File: src/rtl/latdec_pkg.sv
// Shared types for the latched-address inverting decoder.
// Assumes: two output qualifiers of opposite polarity.
package latdec_pkg;

    // Pair of output qualifiers in their raw port polarity.
    typedef struct packed {
        logic act_low;
        logic act_high;
    } qual_pair_t;

    // True when both qualifiers are in their active state.
    function automatic logic qual_pass(qual_pair_t q);
        return (!q.act_low) && q.act_high;
    endfunction

endpackage

File: src/rtl/addr_hold_stage.sv
// Address hold stage: stores the live address on every clock edge where
// the hold request is low, and keeps it otherwise. The effective address is
// the live address while transparent and the stored one while holding.
// Assumes: synchronous active-low reset clears the stored address.
module addr_hold_stage #(
    parameter int ADDR_W = 3
) (
    input  logic              clk,
    input  logic              rst_n,
    input  logic [ADDR_W-1:0] addr_in,
    input  logic              hold,
    output logic [ADDR_W-1:0] addr_eff
);
    logic [ADDR_W-1:0] stored_q;

    // Sample the address while transparent; clear on reset.
    always_ff @(posedge clk) begin
        if (!rst_n) begin
            stored_q <= '0;
        end else if (!hold) begin
            stored_q <= addr_in;
        end
    end

    // Pick the live or the stored address.
    always_comb begin
        addr_eff = hold ? stored_q : addr_in;
    end
endmodule

File: src/rtl/qual_gate.sv
// Output qualifier: combines the two enables of opposite polarity into a
// single active-high pass signal.
// Assumes: nothing beyond the package type.
module qual_gate
    import latdec_pkg::*;
(
    input  qual_pair_t quals,
    output logic       pass
);
    // Reduce the qualifier pair to one pass flag.
    always_comb begin
        pass = qual_pass(quals);
    end
endmodule

File: src/rtl/inv_decoder.sv
// Inverting binary decoder: drives the one line whose index equals the
// address LOW when passed, and all lines HIGH otherwise.
// Assumes: NUM_OUT equals 2**ADDR_W.
module inv_decoder #(
    parameter int ADDR_W  = 3,
    parameter int NUM_OUT = 1 << ADDR_W
) (
    input  logic [ADDR_W-1:0]  addr,
    input  logic               pass,
    output logic [NUM_OUT-1:0] lines_n
);
    // One comparator per output line.
    for (genvar i = 0; i < NUM_OUT; i++) begin : g_line
        always_comb begin
            lines_n[i] = !(pass && (addr == ADDR_W'(i)));
        end
    end
endmodule

File: src/rtl/latdec_inv.sv
// Top of the latched-address inverting decoder: hold stage, qualifier
// gate and inverting decoder in series.
// Assumes: inputs are synchronous to clk; outputs are combinational.
module latdec_inv
    import latdec_pkg::*;
#(
    parameter int ADDR_W = 3,
    localparam int NUM_OUT = 1 << ADDR_W
) (
    input  logic               clk,
    input  logic               rst_n,
    input  logic [ADDR_W-1:0]  sel_addr,
    input  logic               hold_req,
    input  logic               en_n,
    input  logic               en_p,
    output logic [NUM_OUT-1:0] sel_n
);
    logic [ADDR_W-1:0] addr_eff;
    logic              pass;
    qual_pair_t        quals;

    // Pack the raw qualifier pins.
    always_comb begin
        quals.act_low  = en_n;
        quals.act_high = en_p;
    end

    addr_hold_stage #(.ADDR_W(ADDR_W)) u_hold (
        .clk      (clk),
        .rst_n    (rst_n),
        .addr_in  (sel_addr),
        .hold     (hold_req),
        .addr_eff (addr_eff)
    );

    qual_gate u_qual (
        .quals (quals),
        .pass  (pass)
    );

    inv_decoder #(.ADDR_W(ADDR_W), .NUM_OUT(NUM_OUT)) u_dec (
        .addr    (addr_eff),
        .pass    (pass),
        .lines_n (sel_n)
    );
endmodule

File: config.mk
export PLATFORM = sky130hd
export DESIGN_NAME = latdec_inv
export DESIGN_NICKNAME = d
export VERILOG_FILES = /design/src/rtl/latdec_pkg.sv /design/src/rtl/addr_hold_stage.sv /design/src/rtl/qual_gate.sv /design/src/rtl/inv_decoder.sv /design/src/rtl/latdec_inv.sv
export SDC_FILE = /design/constraint.sdc
export NUM_CORES = 1
export LEC_CHECK = 0
export ABC_AREA = 1
export ABC_CLOCK_PERIOD_IN_PS = 900
export BUFFER_PORTS_ARGS = -buffer_cell sky130_fd_sc_hd__buf_2
export CORE_AREA = 2 2 39 41
export DETAILED_ROUTE_END_ITERATION = 10
export DIE_AREA = 0 0 41 43
export PLACE_DENSITY = 0.39
export SETUP_SLACK_MARGIN = 0.2
export SYNTH_ARGS = -nofsm -noshare
export SYNTH_HDL_FRONTEND = slang
export SYNTH_HIERARCHICAL = 1
export SYNTH_SLANG_ARGS = --single-unit
File: constraint.sdc
create_clock -name clk -period 0.9 [get_ports clk]
set_input_delay 0.27 -clock clk [delete_from_list [all_inputs] [get_ports clk]]
set_output_delay 0.27 -clock clk [all_outputs]
set_load 0.01 [all_outputs]
* After elaboration in Yosys (flattened, before gate mapping) *
Index checks and enable logic that the tools add are counted.

word-level totals
  flip-flop bits (word level) = 3
  latch bits = 0
  RAM bits = 0
  ROM bits = 0
  input port bits = 8
  logic and storage cells = 28
  memories kept = 0

cells by class
  add/subtract/negate cells = 0
  multiply operators = 0
  div/mod/pow operators = 0
  $lt $le $gt $ge = 0
  eq/ne operators = 7
  shift-type cells = 0
  mux-type cells = 1
  bitwise gates (word level) = 0
  reductions and logical operators = 19

operators with widths
  kind                                                              count
  3-bit == test (second input constant)                             4
  1-bit logical AND                                                 9
  1-bit logical NOT                                                 9
  3-bit by 2-bit == test with 1-bit output (second input constant)  2
  3-bit by 1-bit == test with 1-bit output (second input constant)  1
  3-bit logical NOT                                                 1
  3-bit two-way mux                                                 1

* Depth between registers and ports, before layout *
  depth in word-level cells = 4
  depth in mapped cells = 7
  depth with buffers taken out = 7

* By module *
Netlist, hierarchy kept.

modules (own cells, without submodules)
  module           times used  cells each  area an instance (um^2)  sequential area each (um^2)
  addr_hold_stage  1           26          148.9                    60.1
  inv_decoder      1           19          73.8                     0.0
  qual_gate        1           2           10.0                     0.0

* Least setup slack after synthesis *
Ideal clock, no wire load.

  kind = register -> output
  start = register u_hold.stored_q[1]
  end = output sel_n[2]
  data arrival time = 754 ps
  data required time = 630 ps
  setup slack = -124 ps
  stages on the path, launching flop included = 8
  buffers on the path = 0
  cell sequence = dfxtp_1 inv_1 nand2_1 nand2_1 inv_1 inv_1 nor2_1 nand2_1

on the way
  longest elaborated chain between the ends = 4

ends and longest elaborated chain
  item                                      line                   RTL
  start, declared                           addr_hold_stage.sv:14  logic [ADDR_W-1:0] stored_q;
  start signal, assigned                    addr_hold_stage.sv:21  stored_q <= addr_in;
  3-bit two-way mux                         addr_hold_stage.sv:27  addr_eff = hold ? stored_q : addr_in;
  via addr_eff[1]                           latdec_inv.sv:18       logic [ADDR_W-1:0] addr_eff;
  3-bit by 2-bit == test with 1-bit output  inv_decoder.sv:15      lines_n[i] = !(pass && (addr == ADDR_W'(i)));
  1-bit logical AND                         inv_decoder.sv:15
  1-bit logical NOT                         inv_decoder.sv:15
  end, declared                             latdec_inv.sv:16       output logic [NUM_OUT-1:0] sel_n

The timed path passes the listed nets, and every way through them passes these cells.

* Worst setup path in the final report *
Same ends and word-level chain as after synthesis.

==> impl_metrics.csv <==
group,metric,value,unit
synthesis,avgSynthCellArea,4.95,um^2
finish,drive_above_1_share,63.4,%
die,fp.dieH,43,um
die,fp-row-count,14,
timing,hold_slack,0.283,ns
cts,cts_sinks,3,
critical_path,crit_type,"reg -> out",
cts,insertion_delay,0.23,ns
synthesis,yosysTopAreaCell,"nand2_1",
synthesis,syn_nets,55,
synthesis,yosys_warnings,6,
synthesis,ys_seq_area_share,25.8,%
timing,period_needed,1.36,ns
drt,drtPass1Iterations,4,
finish,antennaDiodeCount,0,
synthesis,synth_most_common_cell,"nand2_1",
global_routing,antenna_found_initial,0,
finish,largest_register,"u_hold/stored_q",
synthesis,synth.area.top_cells,"nand2_1, dfxtp_1, inv_1",
global_routing,grt_max_degree,5,
timing,fin_crit_sh,151,%
die,fp.dieW,41,um
timing,hold_violations,0,
timing,max_freq,0.734,GHz
cts,cts_buffers,3,
drt,drtIter0Drc,4,
drt,wl_met2,281,um
cts,cts_hold_buf,0,
drt,avgRoutedWirePerCell,6.64,um
timing,tns,-3.59,ns
run,maxCapViolCount,0,
critical_path,critPathMaxFanout,4,
power_and_ir_drop,vdd_ir_drop_max,0.644,mV
finish,reg_top3,"u_hold/stored_q: 3 flops",
die,die-area,0.00176,mm^2
status,status,"complete, but fails checks",
timing,slew_viol_final,0,
finish,largest_reg_flops,3,
global_routing,track_usage,7.92,%
die,initial_core_util,16.8,%
synthesis,synth-edff-count,0,
worst_hold_path,hp-class,"in -> reg",
drt,wl,578,um
timing,rsz0062_at_grt,"true",
synthesis,synth_cell_type_count,6,
drt,drtAntennaViolNets,0,
global_routing,overflow,0,
critical_path,end_kind,"output pin",
synthesis,async_flop_share,0,%
synthesis,synth_top_area_share,30.6,%
drt,via_per_inst,3.61,
timing,fin_skew,0,ns
placement,gp_congestion,0.642,
synthesis,yosys-top-cells-count,"nand2_1, inv_1, nor2_1",
cts,cts_max_path_buffers,2,
power_and_ir_drop,powerDensity,1240,mW/mm^2
critical_path,crit_start,"u_hold/stored_q[1]$_SDFF_PN0_",
placement,numPortBuffers,15,
drt,drcViolationCount,0,
finish,final_nets,80,
drt,vias,314,
timing,worstMarginPinSlew,0.111,ns
global_routing,grt_pass1_vias,259,
critical_path,timing.rr.start,"u_hold/stored_q[2]$_SDFF_PN0_",
die,core,0.00138,mm^2
timing,finalSetupViolCount,8,
drt,met1_length,258,um
global_routing,grt_pass1_wl,862,um
timing,slew_headroom,92.6,%
critical_path,arrival,1.09,ns
synthesis,synth-main-ff-cell,"dfxtp_1",
synthesis,synth_seq_cells,3,
drt,maxUsedRoutingLayer,"met3",
synthesis,netlist_area,233,um^2
critical_path,worstPathRequired,0.63,ns
placement,dp_cells,81,
worst_hold_path,hp-start,"rst_n",
drt,wl_met3,37,um
finish,area_growth,88.7,%
timing,setup_ws,-0.463,ns
status,violations,"setup timing",
synthesis,netlist_instances,47,
power_and_ir_drop,finalPower,546,uW
cts,root_buffer,"clkbuf_4",
finish,fin_cells,87,
placement,hpwl,448,um
cts,clkTransAtPathRegs,0.04,ns
die,ios,16,
critical_path,cp-start-kind,"flip-flop",
cts,htree_levels,1,
finish,post-route-util,31.7,%
cts,cts_tree,"done",
power_and_ir_drop,p_leak,0.000244,uW
==> layout make-up <==
class | instances | area [um^2]
flip-flops and latches | 3 | 61.3
repair buffers | 20 | 126
well taps | 16 | 20.0
fillers | 158 | 945
clock buffers | 4 | 26.3
inverters | 17 | 68.8
multi-input cells | 27 | 136
==> path summary, 6_finish.rpt <==
check	slack (ns)	to	depth (start not counted)
worst max-delay path	-0.46	sel_n[2]	8
worst min-delay path	0.28	u_hold/stored_q[2]$_SDFF_PN0_	3
worst min register to register	0.65	u_hold/stored_q[0]$_SDFF_PN0_	5
worst max register to register	0.07	u_hold/stored_q[2]$_SDFF_PN0_	6
==> cells in the final DEF (no fill, tap or decap) <==
cell       n
nor2_1     2
nand2_2    6
inv_4      2
inv_2      7
dfxtp_1    2
clkbuf_1   1
inv_1      8
buf_6      3
dfxtp_2    1
nor2_4     1
buf_2     14
nand2_1   13
clkbuf_4   3
nor2_2     5
buf_4      3
==> stage by stage <==
step                instance area, um^2  setup WS, ns
finish                              439        -0.463
global route                        439        -0.541
CTS                                 404        -0.471
detailed placement                  355        -0.400
global placement                    355        -0.397
floorplan                           238        -0.106
==> worst max-delay path, stage by stage (launching register included) <==
cell,delay (ns)
dfxtp_2,0.31
inv_2,0.03
nand2_1,0.05
nand2_2,0.08
inv_4,0.08
inv_2,0.03
nor2_2,0.08
nand2_1,0.06
buf_2,0.13
==> power breakdown <==
group          switching [uW]  internal (uW)  leakage (uW)
Clock                    67.0            166     0.0000150
Sequential               2.66            144     0.0000252
Combinational            89.5           77.0      0.000203
Total                     159            387      0.000244
==> kinds of logic after synthesis <==
logic type / synth area share (%)
buffers and inverters: 27.4
flip-flops: 25.8
AND/OR/NAND/NOR: 46.8
==> metal layers <==
metal | global-route usage, % | up-vias
met4 | 6.00 | 0
li1 | - | 173
met1 | 8.01 | 132
met2 | 10.3 | 9
met3 | 6.28 | 0
met5 | 0 | -
==> what timing repair did <==
| item | 4_1_cts | 5_1_grt |
|---|---|---|
| buffers inserted | 1 | 1 |
| resized for setup | 9 | 10 |
| pin swaps | 4 | 5 |
| endpoints found under the setup margin | 11 | 11 |
Power figures use the tool's default switching activity.
